--- src/rtl/i2cseq_pkg.sv ---
package i2cseq_pkg;

  typedef enum logic [4:0] {
    OPC_EXIT     = 5'h00,
    OPC_START    = 5'h01,
    OPC_ADDR_HI  = 5'h04,
    OPC_ADDR_LO  = 5'h05,
    OPC_SEND_TX  = 5'h09,
    OPC_RECV     = 5'h12,
    OPC_ACK_CHK  = 5'h13,
    OPC_ACK_IGN  = 5'h15,
    OPC_ACK_OUT  = 5'h16,
    OPC_NACK_OUT = 5'h17,
    OPC_LOOP     = 5'h18,
    OPC_TX_LOAD  = 5'h1D,
    OPC_RESTART  = 5'h1E,
    OPC_STOP     = 5'h1F
  } opcode_e;

  typedef enum logic [2:0] {
    BUS_START   = 3'd0,
    BUS_RESTART = 3'd1,
    BUS_STOP    = 3'd2,
    BUS_WRITE   = 3'd3,
    BUS_READ    = 3'd4,
    BUS_ACK     = 3'd5,
    BUS_NACK    = 3'd6,
    BUS_SAMPLE  = 3'd7
  } busOp_e;

  localparam int IRQ_W     = 13;
  localparam int IRQ_NACK  = 0;
  localparam int IRQ_RXLVL = 2;
  localparam int IRQ_TXLVL = 4;
  localparam int IRQ_BADOP = 11;
  localparam int IRQ_DONE  = 12;

  // Strobes from the sequencer to the datapath, one cycle each.
  typedef struct packed {
    logic txPop;
    logic rxPush;
    logic cntLoad;
    logic cntDec;
    logic setDone;
    logic setNack;
    logic setBadOp;
  } ctlStrobe_t;

endpackage

--- src/rtl/i2cseq_fifo.sv ---
module i2cseq_fifo #(
  parameter  int W     = 8,
  parameter  int DEPTH = 64,
  localparam int AW    = $clog2(DEPTH),
  localparam int CW    = AW + 1
) (
  input  logic          clk,
  input  logic          rstN,
  input  logic          push,
  input  logic [W-1:0]  pushData,
  input  logic          pop,
  output logic [W-1:0]  popData,
  output logic [CW-1:0] count,
  output logic          empty,
  output logic          full
);
  logic [W-1:0]  mem [DEPTH];
  logic [AW-1:0] wrPtr, rdPtr;
  logic          doPush, doPop;

  assign empty   = (count == '0);
  assign full    = (count == CW'(DEPTH));
  assign doPush  = push && !full;
  assign doPop   = pop && !empty;
  assign popData = mem[rdPtr];

  always_ff @(posedge clk) begin
    if (doPush) mem[wrPtr] <= pushData;
  end

  always_ff @(posedge clk or negedge rstN) begin
    if (!rstN) begin
      wrPtr <= '0;
      rdPtr <= '0;
      count <= '0;
    end else begin
      if (doPush) wrPtr <= wrPtr + 1'b1;
      if (doPop)  rdPtr <= rdPtr + 1'b1;
      case ({doPush, doPop})
        2'b10:   count <= count + 1'b1;
        2'b01:   count <= count - 1'b1;
        default: count <= count;
      endcase
    end
  end
endmodule

--- src/rtl/i2cseq_datapath.sv ---
module i2cseq_datapath
  import i2cseq_pkg::*;
#(
  parameter  int FIFO_DEPTH = 64,
  parameter  int LOOP_W     = 8,
  localparam int CNT_W      = $clog2(FIFO_DEPTH) + 1
) (
  input  logic              clk,
  input  logic              rstN,
  input  ctlStrobe_t        strobe,
  input  logic [LOOP_W-1:0] loopInit,
  input  logic              txPush,
  input  logic [7:0]        txData,
  input  logic              rxPop,
  input  logic [7:0]        engRxByte,
  input  logic [CNT_W-1:0]  txWater,
  input  logic [CNT_W-1:0]  rxWater,
  input  logic [IRQ_W-1:0]  irqEn,
  input  logic              irqClr,
  input  logic [IRQ_W-1:0]  irqClrMask,
  output logic [7:0]        holdByte,
  output logic              txEmpty,
  output logic              rxFull,
  output logic              cntZero,
  output logic [7:0]        rxData,
  output logic              rxNotEmpty,
  output logic              txNotFull,
  output logic [IRQ_W-1:0]  rawIrq,
  output logic [IRQ_W-1:0]  maskedIrq
);
  logic [CNT_W-1:0]  txCount, rxCount;
  logic [7:0]        txHead;
  logic              txFull, rxEmpty;
  logic [LOOP_W-1:0] loopCnt;
  logic [IRQ_W-1:0]  setVec, clrVec;

  i2cseq_fifo #(.W(8), .DEPTH(FIFO_DEPTH)) u_txFifo (
    .clk(clk), .rstN(rstN),
    .push(txPush), .pushData(txData),
    .pop(strobe.txPop), .popData(txHead),
    .count(txCount), .empty(txEmpty), .full(txFull)
  );

  i2cseq_fifo #(.W(8), .DEPTH(FIFO_DEPTH)) u_rxFifo (
    .clk(clk), .rstN(rstN),
    .push(strobe.rxPush), .pushData(engRxByte),
    .pop(rxPop), .popData(rxData),
    .count(rxCount), .empty(rxEmpty), .full(rxFull)
  );

  assign rxNotEmpty = !rxEmpty;
  assign txNotFull  = !txFull;
  assign cntZero    = (loopCnt == '0);

  always_ff @(posedge clk or negedge rstN) begin
    if (!rstN) begin
      holdByte <= '0;
      loopCnt  <= '0;
    end else begin
      if (strobe.txPop)        holdByte <= txHead;
      if (strobe.cntLoad)      loopCnt  <= loopInit;
      else if (strobe.cntDec)  loopCnt  <= loopCnt - 1'b1;
    end
  end

  always_comb begin
    setVec = '0;
    setVec[IRQ_NACK]  = strobe.setNack;
    setVec[IRQ_BADOP] = strobe.setBadOp;
    setVec[IRQ_DONE]  = strobe.setDone;
    setVec[IRQ_RXLVL] = (rxCount > rxWater);
    setVec[IRQ_TXLVL] = (txCount < txWater);
    clrVec = irqClr ? irqClrMask : '0;
  end

  // A new event in the clear cycle survives the clear.
  always_ff @(posedge clk or negedge rstN) begin
    if (!rstN) rawIrq <= '0;
    else       rawIrq <= (rawIrq & ~clrVec) | setVec;
  end

  assign maskedIrq = rawIrq & irqEn;
endmodule

--- src/rtl/i2cseq_control.sv ---
module i2cseq_control
  import i2cseq_pkg::*;
#(
  parameter  int SLOTS = 32,
  localparam int PCW   = $clog2(SLOTS)
) (
  input  logic           clk,
  input  logic           rstN,
  input  logic           enable,
  input  logic           launch,
  input  logic           cmdWr,
  input  logic [PCW-1:0] cmdWrAddr,
  input  logic [4:0]     cmdWrData,
  input  logic [15:0]    addrWord,
  input  logic [PCW-1:0] jumpDest,
  input  logic [7:0]     holdByte,
  input  logic           txEmpty,
  input  logic           rxFull,
  input  logic           cntZero,
  input  logic           engDone,
  input  logic           engNack,
  output ctlStrobe_t     strobe,
  output logic           busy,
  output logic           engReq,
  output logic [2:0]     engOp,
  output logic [7:0]     engByte
);
  typedef enum logic [1:0] {ST_IDLE, ST_EXEC, ST_WAIT} state_e;

  state_e         st, stNext;
  logic [PCW-1:0] pc, pcNext;
  logic [4:0]     store [SLOTS];
  logic [4:0]     word;
  busOp_e         opReg, opNext;
  logic [7:0]     byteReg, byteNext;
  logic           strictReg, strictNext;
  logic           issue;

  assign word = store[pc];

  always_ff @(posedge clk or negedge rstN) begin
    if (!rstN) begin
      for (int i = 0; i < SLOTS; i++) store[i] <= '0;
    end else if (cmdWr) begin
      store[cmdWrAddr] <= cmdWrData;
    end
  end

  always_comb begin
    strobe     = '0;
    stNext     = st;
    pcNext     = pc;
    opNext     = opReg;
    byteNext   = byteReg;
    strictNext = strictReg;
    issue      = 1'b0;
    if (!enable) begin
      stNext = ST_IDLE;
    end else begin
      case (st)
        ST_IDLE: begin
          if (launch) begin
            stNext         = ST_EXEC;
            pcNext         = '0;
            strobe.cntLoad = 1'b1;
          end
        end
        ST_EXEC: begin
          case (opcode_e'(word))
            OPC_EXIT: begin
              strobe.setDone = 1'b1;
              stNext         = ST_IDLE;
            end
            OPC_START:    begin issue = 1'b1; opNext = BUS_START;   end
            OPC_RESTART:  begin issue = 1'b1; opNext = BUS_RESTART; end
            OPC_STOP:     begin issue = 1'b1; opNext = BUS_STOP;    end
            OPC_ACK_OUT:  begin issue = 1'b1; opNext = BUS_ACK;     end
            OPC_NACK_OUT: begin issue = 1'b1; opNext = BUS_NACK;    end
            OPC_ADDR_LO: begin
              issue = 1'b1; opNext = BUS_WRITE; byteNext = addrWord[7:0];
            end
            OPC_ADDR_HI: begin
              issue = 1'b1; opNext = BUS_WRITE; byteNext = addrWord[15:8];
            end
            OPC_SEND_TX: begin
              issue = 1'b1; opNext = BUS_WRITE; byteNext = holdByte;
            end
            OPC_ACK_CHK: begin
              issue = 1'b1; opNext = BUS_SAMPLE; strictNext = 1'b1;
            end
            OPC_ACK_IGN: begin
              issue = 1'b1; opNext = BUS_SAMPLE; strictNext = 1'b0;
            end
            OPC_RECV: begin
              if (!rxFull) begin
                issue = 1'b1; opNext = BUS_READ;
              end
            end
            OPC_TX_LOAD: begin
              if (!txEmpty) begin
                strobe.txPop = 1'b1;
                pcNext       = pc + 1'b1;
              end
            end
            OPC_LOOP: begin
              if (!cntZero) begin
                strobe.cntDec = 1'b1;
                pcNext        = jumpDest;
              end else begin
                pcNext = pc + 1'b1;
              end
            end
            default: begin
              strobe.setBadOp = 1'b1;
              stNext          = ST_IDLE;
            end
          endcase
          if (issue) stNext = ST_WAIT;
        end
        ST_WAIT: begin
          if (engDone) begin
            pcNext = pc + 1'b1;
            stNext = ST_EXEC;
            if (opReg == BUS_READ) strobe.rxPush = 1'b1;
            if (opReg == BUS_SAMPLE && strictReg && engNack) begin
              strobe.setNack = 1'b1;
              stNext         = ST_IDLE;
            end
          end
        end
        default: stNext = ST_IDLE;
      endcase
    end
  end

  always_ff @(posedge clk or negedge rstN) begin
    if (!rstN) begin
      st        <= ST_IDLE;
      pc        <= '0;
      opReg     <= BUS_START;
      byteReg   <= '0;
      strictReg <= 1'b0;
    end else begin
      st        <= stNext;
      pc        <= pcNext;
      opReg     <= opNext;
      byteReg   <= byteNext;
      strictReg <= strictNext;
    end
  end

  assign busy    = (st != ST_IDLE);
  assign engReq  = (st == ST_WAIT);
  assign engOp   = opReg;
  assign engByte = byteReg;
endmodule

--- src/rtl/i2c_microseq.sv ---
module i2c_microseq
  import i2cseq_pkg::*;
#(
  parameter  int FIFO_DEPTH = 64,
  parameter  int CMD_SLOTS  = 32,
  parameter  int LOOP_W     = 8,
  localparam int CNT_W      = $clog2(FIFO_DEPTH) + 1,
  localparam int PCW        = $clog2(CMD_SLOTS)
) (
  input  logic              clk,
  input  logic              rstN,
  input  logic              enable,
  input  logic              launch,
  input  logic              cmdWr,
  input  logic [PCW-1:0]    cmdWrAddr,
  input  logic [4:0]        cmdWrData,
  input  logic [15:0]       addrWord,
  input  logic [LOOP_W-1:0] loopInit,
  input  logic [PCW-1:0]    jumpDest,
  input  logic              txPush,
  input  logic [7:0]        txData,
  input  logic              rxPop,
  output logic [7:0]        rxData,
  output logic              rxNotEmpty,
  output logic              txNotFull,
  input  logic [CNT_W-1:0]  txWater,
  input  logic [CNT_W-1:0]  rxWater,
  input  logic [12:0]       irqEn,
  input  logic              irqClr,
  input  logic [12:0]       irqClrMask,
  output logic [12:0]       rawIrq,
  output logic [12:0]       maskedIrq,
  output logic              irq,
  output logic              busy,
  output logic              engReq,
  output logic [2:0]        engOp,
  output logic [7:0]        engByte,
  input  logic              engDone,
  input  logic              engNack,
  input  logic [7:0]        engRxByte
);
  ctlStrobe_t strobe;
  logic [7:0] holdByte;
  logic       txEmpty, rxFull, cntZero;

  i2cseq_control #(.SLOTS(CMD_SLOTS)) u_ctl (
    .clk(clk), .rstN(rstN), .enable(enable), .launch(launch),
    .cmdWr(cmdWr), .cmdWrAddr(cmdWrAddr), .cmdWrData(cmdWrData),
    .addrWord(addrWord), .jumpDest(jumpDest), .holdByte(holdByte),
    .txEmpty(txEmpty), .rxFull(rxFull), .cntZero(cntZero),
    .engDone(engDone), .engNack(engNack),
    .strobe(strobe), .busy(busy),
    .engReq(engReq), .engOp(engOp), .engByte(engByte)
  );

  i2cseq_datapath #(.FIFO_DEPTH(FIFO_DEPTH), .LOOP_W(LOOP_W)) u_dp (
    .clk(clk), .rstN(rstN), .strobe(strobe), .loopInit(loopInit),
    .txPush(txPush), .txData(txData), .rxPop(rxPop), .engRxByte(engRxByte),
    .txWater(txWater), .rxWater(rxWater),
    .irqEn(irqEn), .irqClr(irqClr), .irqClrMask(irqClrMask),
    .holdByte(holdByte), .txEmpty(txEmpty), .rxFull(rxFull), .cntZero(cntZero),
    .rxData(rxData), .rxNotEmpty(rxNotEmpty), .txNotFull(txNotFull),
    .rawIrq(rawIrq), .maskedIrq(maskedIrq)
  );

  assign irq = |maskedIrq;
endmodule

--- config.mk ---
export PLATFORM = sky130hd
export DESIGN_NAME = i2c_microseq
export DESIGN_NICKNAME = d
export VERILOG_FILES = /design/src/rtl/i2cseq_pkg.sv /design/src/rtl/i2cseq_fifo.sv /design/src/rtl/i2cseq_datapath.sv /design/src/rtl/i2cseq_control.sv /design/src/rtl/i2c_microseq.sv
export SDC_FILE = /design/constraint.sdc
export NUM_CORES = 2
export LEC_CHECK = 0
export BUFFER_PORTS_ARGS = -buffer_cell sky130_fd_sc_hd__buf_4
export CAP_MARGIN = 20
export CORE_MARGIN = 3
export CORE_UTILIZATION = 35
export DETAILED_ROUTE_END_ITERATION = 12
export SLEW_MARGIN = 10
export SYNTH_ARGS = -nofsm -noshare
export SYNTH_HDL_FRONTEND = slang
export SYNTH_SLANG_ARGS = --single-unit
--- constraint.sdc ---
create_clock -name clk -period 11.15 [get_ports clk]
set_input_delay 1.6725 -clock clk [delete_from_list [all_inputs] [get_ports clk]]
set_output_delay 1.6725 -clock clk [all_outputs]
set_load 0.01 [all_outputs]
==> results.sh <==
export IMPL_ys_types=57
export IMPL_ant_nets=0
export IMPL_overflow=0
export IMPL_die_h_um=391
export IMPL_power_switching_mw=3.35
export IMPL_cts_sinks=1270
export IMPL_hold_violations=0
export IMPL_numPortBuffers=154
export IMPL_maxSlewHeadroom_pct=25.7
export IMPL_grt_pass1_wl_mm=180
export IMPL_synth_nets=2750
export IMPL_drt_iter0_drc=2095
export IMPL_fillCellCount=12800
export IMPL_clkTransAtPathRegs_ps=60
export IMPL_fin_area_um2=59600
export IMPL_multiInputGateArea_um2=14200
export IMPL_outcome="finished clean"
export IMPL_core_area_um2=146000
export IMPL_grt_max_degree=163
export IMPL_synth_seq_cells=1270
export IMPL_dpl_cell_area_um2=55100
export IMPL_hold_class="register to register"
export IMPL_cap_violations=0
export IMPL_layout_drive_gt1_share_pct=33.3
export IMPL_post_cts_buffers=0
export IMPL_power_frac_seq_pct=45.4
export IMPL_place_gp_congestion=0.747
export IMPL_clkPwrFrac_pct=36.0
export IMPL_drc=0
export IMPL_setup_violations=0
export IMPL_fin_crit_sh_pct=56.1
export IMPL_end_kind="output pin"
export IMPL_yosysTopAreaCell="edfxtp_1"
export IMPL_cp_arrival_ps=4580
export IMPL_drv_slew=0
export IMPL_cts_resized=0
export IMPL_holdWs_ps=486
export IMPL_hpwlAfterDp_mm=74.6
export IMPL_tritoncts="yes"
export IMPL_cts_root_buf="clkbuf_16"
export IMPL_htree_num_levels=4
export IMPL_die_area_um2=153000
export IMPL_wl_per_cell_um=24.9
export IMPL_start_kind="register"
export IMPL_crit_required_ps=9480
export IMPL_grt_pass1_vias=26200
export IMPL_p_sw_share_pct=26.8
export IMPL_peakVddDrop_uv=168
export IMPL_syn_inst=2608
export IMPL_drt_wl_total_mm=120
export IMPL_ys_seq_area_share_pct=71.3
export IMPL_ios=155
export IMPL_ys_flop_type="edfxtp_1"
export IMPL_area_delta_synth_final_pct=15.1
export IMPL_synth_top_area_share_pct=59.4
export IMPL_syn_area_um2=51800
export IMPL_critPathMaxFanout=71
export IMPL_rows=140
export IMPL_synth_async_sr_flop_share_pct=19.4
export IMPL_drt_pass1_iterations=5
export IMPL_p_leak_nw=20.0
export IMPL_start_util_pct=35.4
export IMPL_cts_hold_buffers=0
export IMPL_grt_usage_pct=15.9
export IMPL_synth_edff_count=1024
export IMPL_rsz0062_at_grt="no"
export IMPL_ys_top_cells_by_area="edfxtp_1, mux4_2, dfrtp_1"
export IMPL_vias=25200
export IMPL_nets=2945
export IMPL_post_drt_via_cell_ratio=5.22
export IMPL_p_int_mw=9.14
export IMPL_numCtsBuffers=139
export IMPL_cts_buffer_depth=3
export IMPL_layout_min_cycle_time_ps=6260
export IMPL_seqCellArea_um2=36900
export IMPL_antenna_found_initial=2
export IMPL_worst_slew_pin_slew_ps=1110
export IMPL_syn_avg_cell_area_um2=19.9
export IMPL_clkLatencyLatePin_ps=790
export IMPL_ys_warn_count=0
export IMPL_p_comb_share_pct=18.6
export IMPL_post_route_util_pct=40.8
export IMPL_fin_tns_setup_ps=0
export IMPL_path_class="register to output pin"
export IMPL_fp_dieW_um=391
export IMPL_power_density_nw_per_um2=210
export IMPL_fmax_mhz=160
export IMPL_fin_skew_ps=36.9
-- final cells by class --
type | count | share of cell area (%)
Antenna cell | 3 | 0.0126
Clock buffer | 185 | 6.29
Clock inverter | 63 | 1.21
Inverter | 38 | 0.239
Multi-Input combinational cell | 1159 | 23.8
Sequential cell | 1270 | 61.9
Tap cell | 1917 | 4.02
Timing Repair Buffer | 195 | 2.54
-- sequential cells by signal, indices dropped and copies added, names as in the netlist, 2 cells and up --
| signal | cells |
|---|---|
| u_ctl.engByte | 8 |
| u_ctl.engOp | 3 |
| u_ctl.pc | 5 |
| u_ctl.st | 2 |
| u_ctl.store | 160 |
| u_dp.holdByte | 8 |
| u_dp.loopCnt | 8 |
| u_dp.rawIrq | 13 |
| u_dp.u_rxFifo.count | 7 |
| u_dp.u_rxFifo.mem | 512 |
| u_dp.u_rxFifo.rdPtr | 6 |
| u_dp.u_rxFifo.wrPtr | 6 |
| u_dp.u_txFifo.count | 7 |
| u_dp.u_txFifo.mem | 512 |
| u_dp.u_txFifo.rdPtr | 6 |
| u_dp.u_txFifo.wrPtr | 6 |
-- cells in the final DEF, fill, tap and decap left out, types with 8 or more instances in the layout --
| cell type | instances |
|---|---|
| o21ai_1 | 8 |
| clkinv_2 | 17 |
| nor2_1 | 171 |
| nand2_1 | 93 |
| nand2b_1 | 8 |
| edfxtp_1 | 1024 |
| clkbuf_1 | 38 |
| o21ai_0 | 36 |
| a21boi_0 | 8 |
| nor2b_1 | 10 |
| clkinv_1 | 15 |
| xor2_1 | 16 |
| mux2_2 | 169 |
| a21oi_1 | 26 |
| inv_1 | 38 |
| and2_1 | 20 |
| mux4_2 | 386 |
| a21o_1 | 8 |
| dfrtp_1 | 238 |
| nand3b_1 | 14 |
| clkbuf_16 | 141 |
| a22o_1 | 8 |
| ha_1 | 35 |
| xnor2_1 | 24 |
| buf_4 | 187 |
| nand3_1 | 25 |
-- path summary, 6_finish.rpt --
kind                                        start                     end  slack [ps]  cells after the start
min reg2reg                      u_ctl.engByte[0]        u_ctl.engByte[0]         490                      2
max in group asynchronous                    rstN  u_dp.u_txFifo.rdPtr[0]        8480                      3
max                        u_dp.u_rxFifo.rdPtr[1]               rxData[6]        4890                      5
max reg2reg                           u_ctl.pc[0]  u_dp.u_txFifo.count[6]        5550                     18
min in group asynchronous                    rstN  u_dp.u_rxFifo.rdPtr[5]         810                      1
min                              u_ctl.engByte[0]        u_ctl.engByte[0]         490                      2
-- per-layer routing --
layer,share of wire (%),track usage (%)
met1,46,23.6
met2,46,24.0
met3,6.0,3.72
met4,1.6,3.41
met5,0,0
-- power by group through the flow --
stage / Sequential (mW) / Combinational [mW] / Clock (mW)
after global routing: 5.72 / 2.53 / 4.81
after global placement: 5.77 / 2.35 / 0
after CTS: 5.68 / 2.38 / 4.61
after floorplan: 5.59 / 1.71 / 0
after detailed placement: 5.78 / 2.38 / 0
final: 5.67 / 2.33 / 4.49
-- cell families after synthesis --
group / synth area share [%]
flip-flops: 71.3
multiplexers: 20.8
AND/OR/NAND/NOR: 3.56
buffers and inverters: 1.39
AO/OA/AOI/OAI: 1.43
XOR/XNOR: 0.676
adder cells (fa/ha/maj): 0.923
-- cells in the mapped netlist, drive strengths merged, types with 10 or more instances --
| cell | instances |
|---|---|
| inv | 38 |
| mux2 | 176 |
| nand2 | 94 |
| dfrtp | 246 |
| buf | 57 |
| mux4 | 386 |
| ha | 35 |
| nor2 | 171 |
| o21ai | 44 |
| and2 | 20 |
| nand3b | 14 |
| a21oi | 26 |
| edfxtp | 1024 |
| nor2b | 10 |
| nand3 | 25 |
| xor2 | 16 |
| xnor2 | 24 |
| clkbuf | 84 |
-- metrics by stage --
stage / power (mW) / setup slack [ps] / std cells
floorplan: 7.30 / 6290 / 2608
global placement: 8.12 / 5460 / 4570
detailed placement: 8.16 / 5490 / 4577
CTS: 12.7 / 4800 / 4825
global route: 13.1 / 4720 / 4827
finish: 12.5 / 4890 / 4830
-- worst max-delay path: stages, from the launching register on --
cell and delay (ps):
dfrtp_4 1120, buf_4 880, mux4_2 450, mux4_2 540, mux4_2 560, buf_4 180
Note: power is estimated with default switching activity, not from simulation.
